$ cat src/rtl/clk_trim_pkg.sv
package clk_trim_pkg;

  // Correction byte layout: window select, direction, step code.
  typedef struct packed {
    logic       long_win;
    logic       remove;
    logic [5:0] code;
  } trim_cfg_t;

  localparam int STEP_W = 7;

endpackage

$ cat src/rtl/clk_trim_decode.sv
module clk_trim_decode
  import clk_trim_pkg::*;
(
  input  trim_cfg_t         cfg,
  output logic [STEP_W-1:0] steps,
  output logic              remove
);

  always_comb begin
    remove = cfg.remove;
    if (cfg.code == '0) begin
      steps = '0;
    end else if (cfg.remove) begin
      steps = {1'b0, ~cfg.code} + 7'd1;
    end else begin
      steps = {1'b0, cfg.code} - 7'd1;
    end
  end

endmodule

$ cat src/rtl/clk_trim_window.sv
module clk_trim_window #(
  parameter  int SHORT_WIN = 20,
  parameter  int LONG_WIN  = 60,
  localparam int IW        = $clog2(LONG_WIN)
) (
  input  logic          clk,
  input  logic          rst_n,
  input  logic          adv,
  input  logic          long_win,
  output logic [IW-1:0] idx,
  output logic          is_win
);

  logic [IW-1:0] idx_q, idx_n;

  always_comb begin
    idx_n = idx_q;
    if (adv) begin
      if (idx_q == IW'(LONG_WIN - 1)) idx_n = '0;
      else                            idx_n = idx_q + 1'b1;
    end
  end

  always_ff @(posedge clk or negedge rst_n) begin
    if (!rst_n)   idx_q <= '0;
    else if (adv) idx_q <= idx_n;
  end

  always_comb begin
    if (long_win) is_win = (idx_q == '0);
    else          is_win = ((int'(idx_q) % SHORT_WIN) == 0);
  end

  assign idx = idx_q;

endmodule

$ cat src/rtl/clk_trim_presc.sv
module clk_trim_presc #(
  parameter int CW = 16
) (
  input  logic          clk,
  input  logic          rst_n,
  input  logic          tick_in,
  input  logic [CW-1:0] term,
  output logic          wrap
);

  logic [CW-1:0] cnt_q, cnt_n;

  always_comb begin
    wrap  = tick_in && (cnt_q >= term - 1'b1);
    cnt_n = wrap ? '0 : cnt_q + 1'b1;
  end

  always_ff @(posedge clk or negedge rst_n) begin
    if (!rst_n)       cnt_q <= '0;
    else if (tick_in) cnt_q <= cnt_n;
  end

endmodule

$ cat src/rtl/clk_trim.sv
module clk_trim
  import clk_trim_pkg::*;
#(
  parameter int NOM       = 32768,
  parameter int SHORT_WIN = 20,
  parameter int LONG_WIN  = 60
) (
  input  logic       clk,
  input  logic       rst_n,
  input  logic       tick_in,
  input  logic       wr_en,
  input  logic [7:0] wr_data,
  output logic       sec_tick,
  output logic       busy
);

  localparam int MAX_ADJ = 2 * ((1 << 6) - 1);
  localparam int CW      = $clog2(NOM + MAX_ADJ + 1);
  localparam int IW      = $clog2(LONG_WIN);
  localparam logic [CW-1:0] NOM_C = CW'(NOM);

  trim_cfg_t pend_q, pend_n;
  trim_cfg_t act_q, act_n;
  logic      busy_q, busy_n;
  logic      tick_q;
  logic      accept, wrap, is_win, remove;
  logic [STEP_W-1:0] steps;
  logic [IW-1:0]     win_idx;
  logic [CW-1:0]     adj, term;

  assign accept = wr_en && !busy_q;

  always_comb begin
    pend_n = accept ? trim_cfg_t'(wr_data) : pend_q;
    act_n  = (wrap && busy_q) ? pend_q : act_q;
    busy_n = busy_q;
    if (accept)    busy_n = 1'b1;
    else if (wrap) busy_n = 1'b0;
  end

  always_ff @(posedge clk or negedge rst_n) begin
    if (!rst_n) begin
      pend_q <= '0;
      act_q  <= '0;
      busy_q <= 1'b0;
      tick_q <= 1'b0;
    end else begin
      if (accept)         pend_q <= pend_n;
      if (wrap && busy_q) act_q  <= act_n;
      busy_q <= busy_n;
      tick_q <= wrap;
    end
  end

  clk_trim_decode u_decode (
    .cfg    (act_q),
    .steps  (steps),
    .remove (remove)
  );

  clk_trim_window #(
    .SHORT_WIN (SHORT_WIN),
    .LONG_WIN  (LONG_WIN)
  ) u_window (
    .clk      (clk),
    .rst_n    (rst_n),
    .adv      (wrap),
    .long_win (act_q.long_win),
    .idx      (win_idx),
    .is_win   (is_win)
  );

  always_comb begin
    adj = CW'({steps, 1'b0});
    if (!is_win)     term = NOM_C;
    else if (remove) term = NOM_C + adj;
    else             term = NOM_C - adj;
  end

  clk_trim_presc #(
    .CW (CW)
  ) u_presc (
    .clk     (clk),
    .rst_n   (rst_n),
    .tick_in (tick_in),
    .term    (term),
    .wrap    (wrap)
  );

  assign sec_tick = tick_q;
  assign busy     = busy_q;

endmodule

$ cat config.mk
export PLATFORM = sky130hd
export DESIGN_NAME = clk_trim
export DESIGN_NICKNAME = d
export VERILOG_FILES = /design/src/rtl/clk_trim_pkg.sv /design/src/rtl/clk_trim_decode.sv /design/src/rtl/clk_trim_window.sv /design/src/rtl/clk_trim_presc.sv /design/src/rtl/clk_trim.sv
export SDC_FILE = /design/constraint.sdc
export NUM_CORES = 1
export LEC_CHECK = 0
export ABC_AREA = 1
export BUFFER_PORTS_ARGS = -buffer_cell sky130_fd_sc_hd__buf_2
export CORE_ASPECT_RATIO = 0.9
export CORE_MARGIN = 5
export CORE_UTILIZATION = 57
export CTS_BUF_LIST = sky130_fd_sc_hd__clkbuf_4
export DETAILED_ROUTE_END_ITERATION = 12
export GPL_ROUTABILITY_DRIVEN = 1
export GPL_TIMING_DRIVEN = 0
export HOLD_SLACK_MARGIN = 0.15
export PLACE_DENSITY = 0.84
export SLEW_MARGIN = 20
export SYNTH_ARGS = -nofsm -noshare
export SYNTH_HDL_FRONTEND = slang
export SYNTH_SLANG_ARGS = --single-unit
$ cat constraint.sdc
create_clock -name clk -period 4.2 [get_ports clk]
set_clock_uncertainty 0.2 [all_clocks]
set_input_delay 0.21 -clock clk [delete_from_list [all_inputs] [get_ports clk]]
set_output_delay 0.21 -clock clk [all_outputs]
set_load 0.02 [all_outputs]
==> impl_metrics.yaml <==
run_status:
  outcome: "completed"
cts:
  tritoncts: "yes"
  clock_latency_ps: 360
  clock-root-buffer: "clkbuf_4"
  cts_made_buffers: 5
  htreeDepth: 2
  cts_buffer_depth: 2
  clkTransAtPathRegs_ps: 150
  cts_sinks: 40
sta:
  hold_violations: 0
  fmax_mhz: 247
  worst_slack_ps: 158
  min_period_ps: 4040
  slew_violations: 0
  timing.final.crit_share: 0.962
  setup_viol: 0
  worst_pin_slew_ps: 909
  maxSlewHeadroom: 0.394
setup_path:
  critical_path_required_ps: 4260
  critPathMostFrequentCell: "nand2_1"
  cp.depth: 28
  r2r_slack_ps: 160
  critPathMaxStageDelay_ps: 470
  worstSetupStartpointType: "flop"
  cp_top_family: "simple AND/OR/NAND/NOR gates"
  cp.buffers_inverters: 7
  cp_slowest_cell: "dfrtp_2"
  crit_fanout: 8
  cp.arrival_ps: 4100
  path_class: "reg2reg"
  r2r_cells: 28
  end_kind: "flop"
yosys:
  ys_seq_elements: 40
  synth.distinct_cells: 38
  synth_top_area_cell: "dfrtp_1"
  synthCells: 412
  syn-cell-area_sq_um: 3020
  yosys_warnings: 0
  avgSynthCellArea_sq_um: 7.34
  synth_top_area_share: 0.331
  yosysSeqAreaShare: 0.331
  synthTopCellsByArea: "dfrtp_1 33%, nand2_1 14%, ha_1 9.5%"
  syn-num-nets: 447
floorplanning:
  dieWidth_um: 86.8
  die-height_um: 79.1
  ioPinCount: 14
  start_util: 0.582
  core-area_sq_um: 5190
  num_rows: 25
  dieArea_sq_um: 6860
finish:
  n_antenna_cell: 0
  fin_util: 0.690
  nets: 498
  final_common_cell: "nand2_1"
  synthToLayoutAreaGrowth_pct: 18.5
  final_cell_mix: "112 x nand2_1, 42 x inv_1, 36 x dfrtp_1, 35 x nand3_1, 30 x nor2_1"
  final_cell_area_sq_um: 3580
  drive_above_1_share: 0.209
power_and_ir_drop:
  vdd_drop_max_mv: 0.226
  power_uw: 795
  leakage_nw: 1.90
  powerDensity_nw_per_um2: 222
global_routing:
  grtUsageTotal: 0.236
  grt_start_max_net_pins: 41
  grt_overflow: 0
  antenna_found_initial: 0
  grt_pass1_vias: 2859
  grt_pass1_wl_mm: 13.0
route:
  vias: 2985
  via_per_inst: 5.62
  drtIter0Drc: 315
  wl_mm: 7.77
  wl_per_cell_um: 14.6
  drtPass1Iterations: 6
  drc_errors: 0
  antenna_left: 0
placement:
  hpwl_mm: 4.67
  io_buffers: 13
  placed_area_sq_um: 3170
  place_ws_ps: -388
  gp_congestion: 0.848
hold_path:
  hp-class: "reg2reg"
  holdPathStages: 2
job:
  drv_cap: 0
-- report_power, final --
| part | switching, mW | leakage [nW] | total (mW) | internal (mW) |
|---|---|---|---|---|
| Clock | 0.145 | 0.0316 | 0.211 | 0.0664 |
| Combinational | 0.0709 | 1.38 | 0.121 | 0.0500 |
| Sequential | 0.0446 | 0.486 | 0.463 | 0.418 |
-- per-layer routing --
metal	wire, um	global-route usage	up-vias
li1	-	-	1438
met1	3230	0.302	1391
met2	3970	0.417	134
met3	416	0.0218	22
met4	157	0.0701	0
met5	0	0	-
-- tightest hold or removal path, cell delays in order, from the launching register on --
cell and delay, ps:
dfrtp_1 380, nand2_1 50, nand2_1 50
-- metrics by stage --
stage | std cells | hold slack [ps] | setup TNS (ps)
CTS | 522 | 294 | 0
detailed placement | 492 | 182 | -9220
finish | 531 | 301 | 0
global placement | 492 | 176 | -3490
floorplan | 412 | -286 | 0
global route | 531 | 337 | -1080
-- final timing paths --
kind                                        startpoint                      endpoint
setup / recovery           u_window.idx[3]$_DFFE_PN0P_  u_presc.cnt_q[0]$_DFFE_PN0P_
hold / removal                   pend_q[2]$_DFFE_PN0P_         pend_q[2]$_DFFE_PN0P_
setup reg to reg           u_window.idx[3]$_DFFE_PN0P_  u_presc.cnt_q[0]$_DFFE_PN0P_
hold reg to reg                  pend_q[2]$_DFFE_PN0P_         pend_q[2]$_DFFE_PN0P_
max in group asynchronous                        rst_n   u_window.idx[3]$_DFFE_PN0P_
min in group asynchronous                        rst_n              busy$_DFFE_PN0P_
-- layout make-up --
cell class | instances | area (sq um)
buffer | 7 | 51.3
clock buffer | 5 | 37.5
clock inverter | 3 | 21.3
fill | 388 | 1610
inverter | 54 | 205
multi-input combinational | 311 | 1830
sequential | 40 | 1010
tap | 67 | 83.8
timing repair buffer | 44 | 345
-- kinds of logic after synthesis --
family | Yosys count | synth area share
other cells | 1 | 0.00124
compound gates | 50 | 0.0981
fa+ha+maj | 23 | 0.0952
buf+inv | 61 | 0.0832
xor+xnor | 12 | 0.0348
flops | 40 | 0.331
simple gates | 225 | 0.357
-- synthesized netlist by cell type, drive strengths merged --
library cell / number
inv: 53
clkbuf: 1
a21o: 1
a21oi: 22
dfrtp: 40
nor2: 37
nand4: 8
conb: 1
ha: 23
nand3: 41
xor2: 9
buf: 6
or2: 1
o31ai: 1
nand2: 124
o21ai: 24
clkinv: 1
xnor2: 3
nor3: 10
nor4: 1
nor3b: 1
o211ai: 2
nand3b: 2
-- registers in the layout (all words and copies together) (netlist names) --
name,cells
act_q,8
busy,1
pend_q,8
sec_tick,1
u_presc.cnt_q,16
u_window.idx,6
-- repair_timing --
action	in CTS	in global routing
pin swaps	1	6
setup buffers	3	9
gates resized for setup	7	14
hold endpoints to repair	52	0
setup endpoints to repair	32	32
hold buffers	19	0
Note: power is estimated with default switching activity, not from simulation.
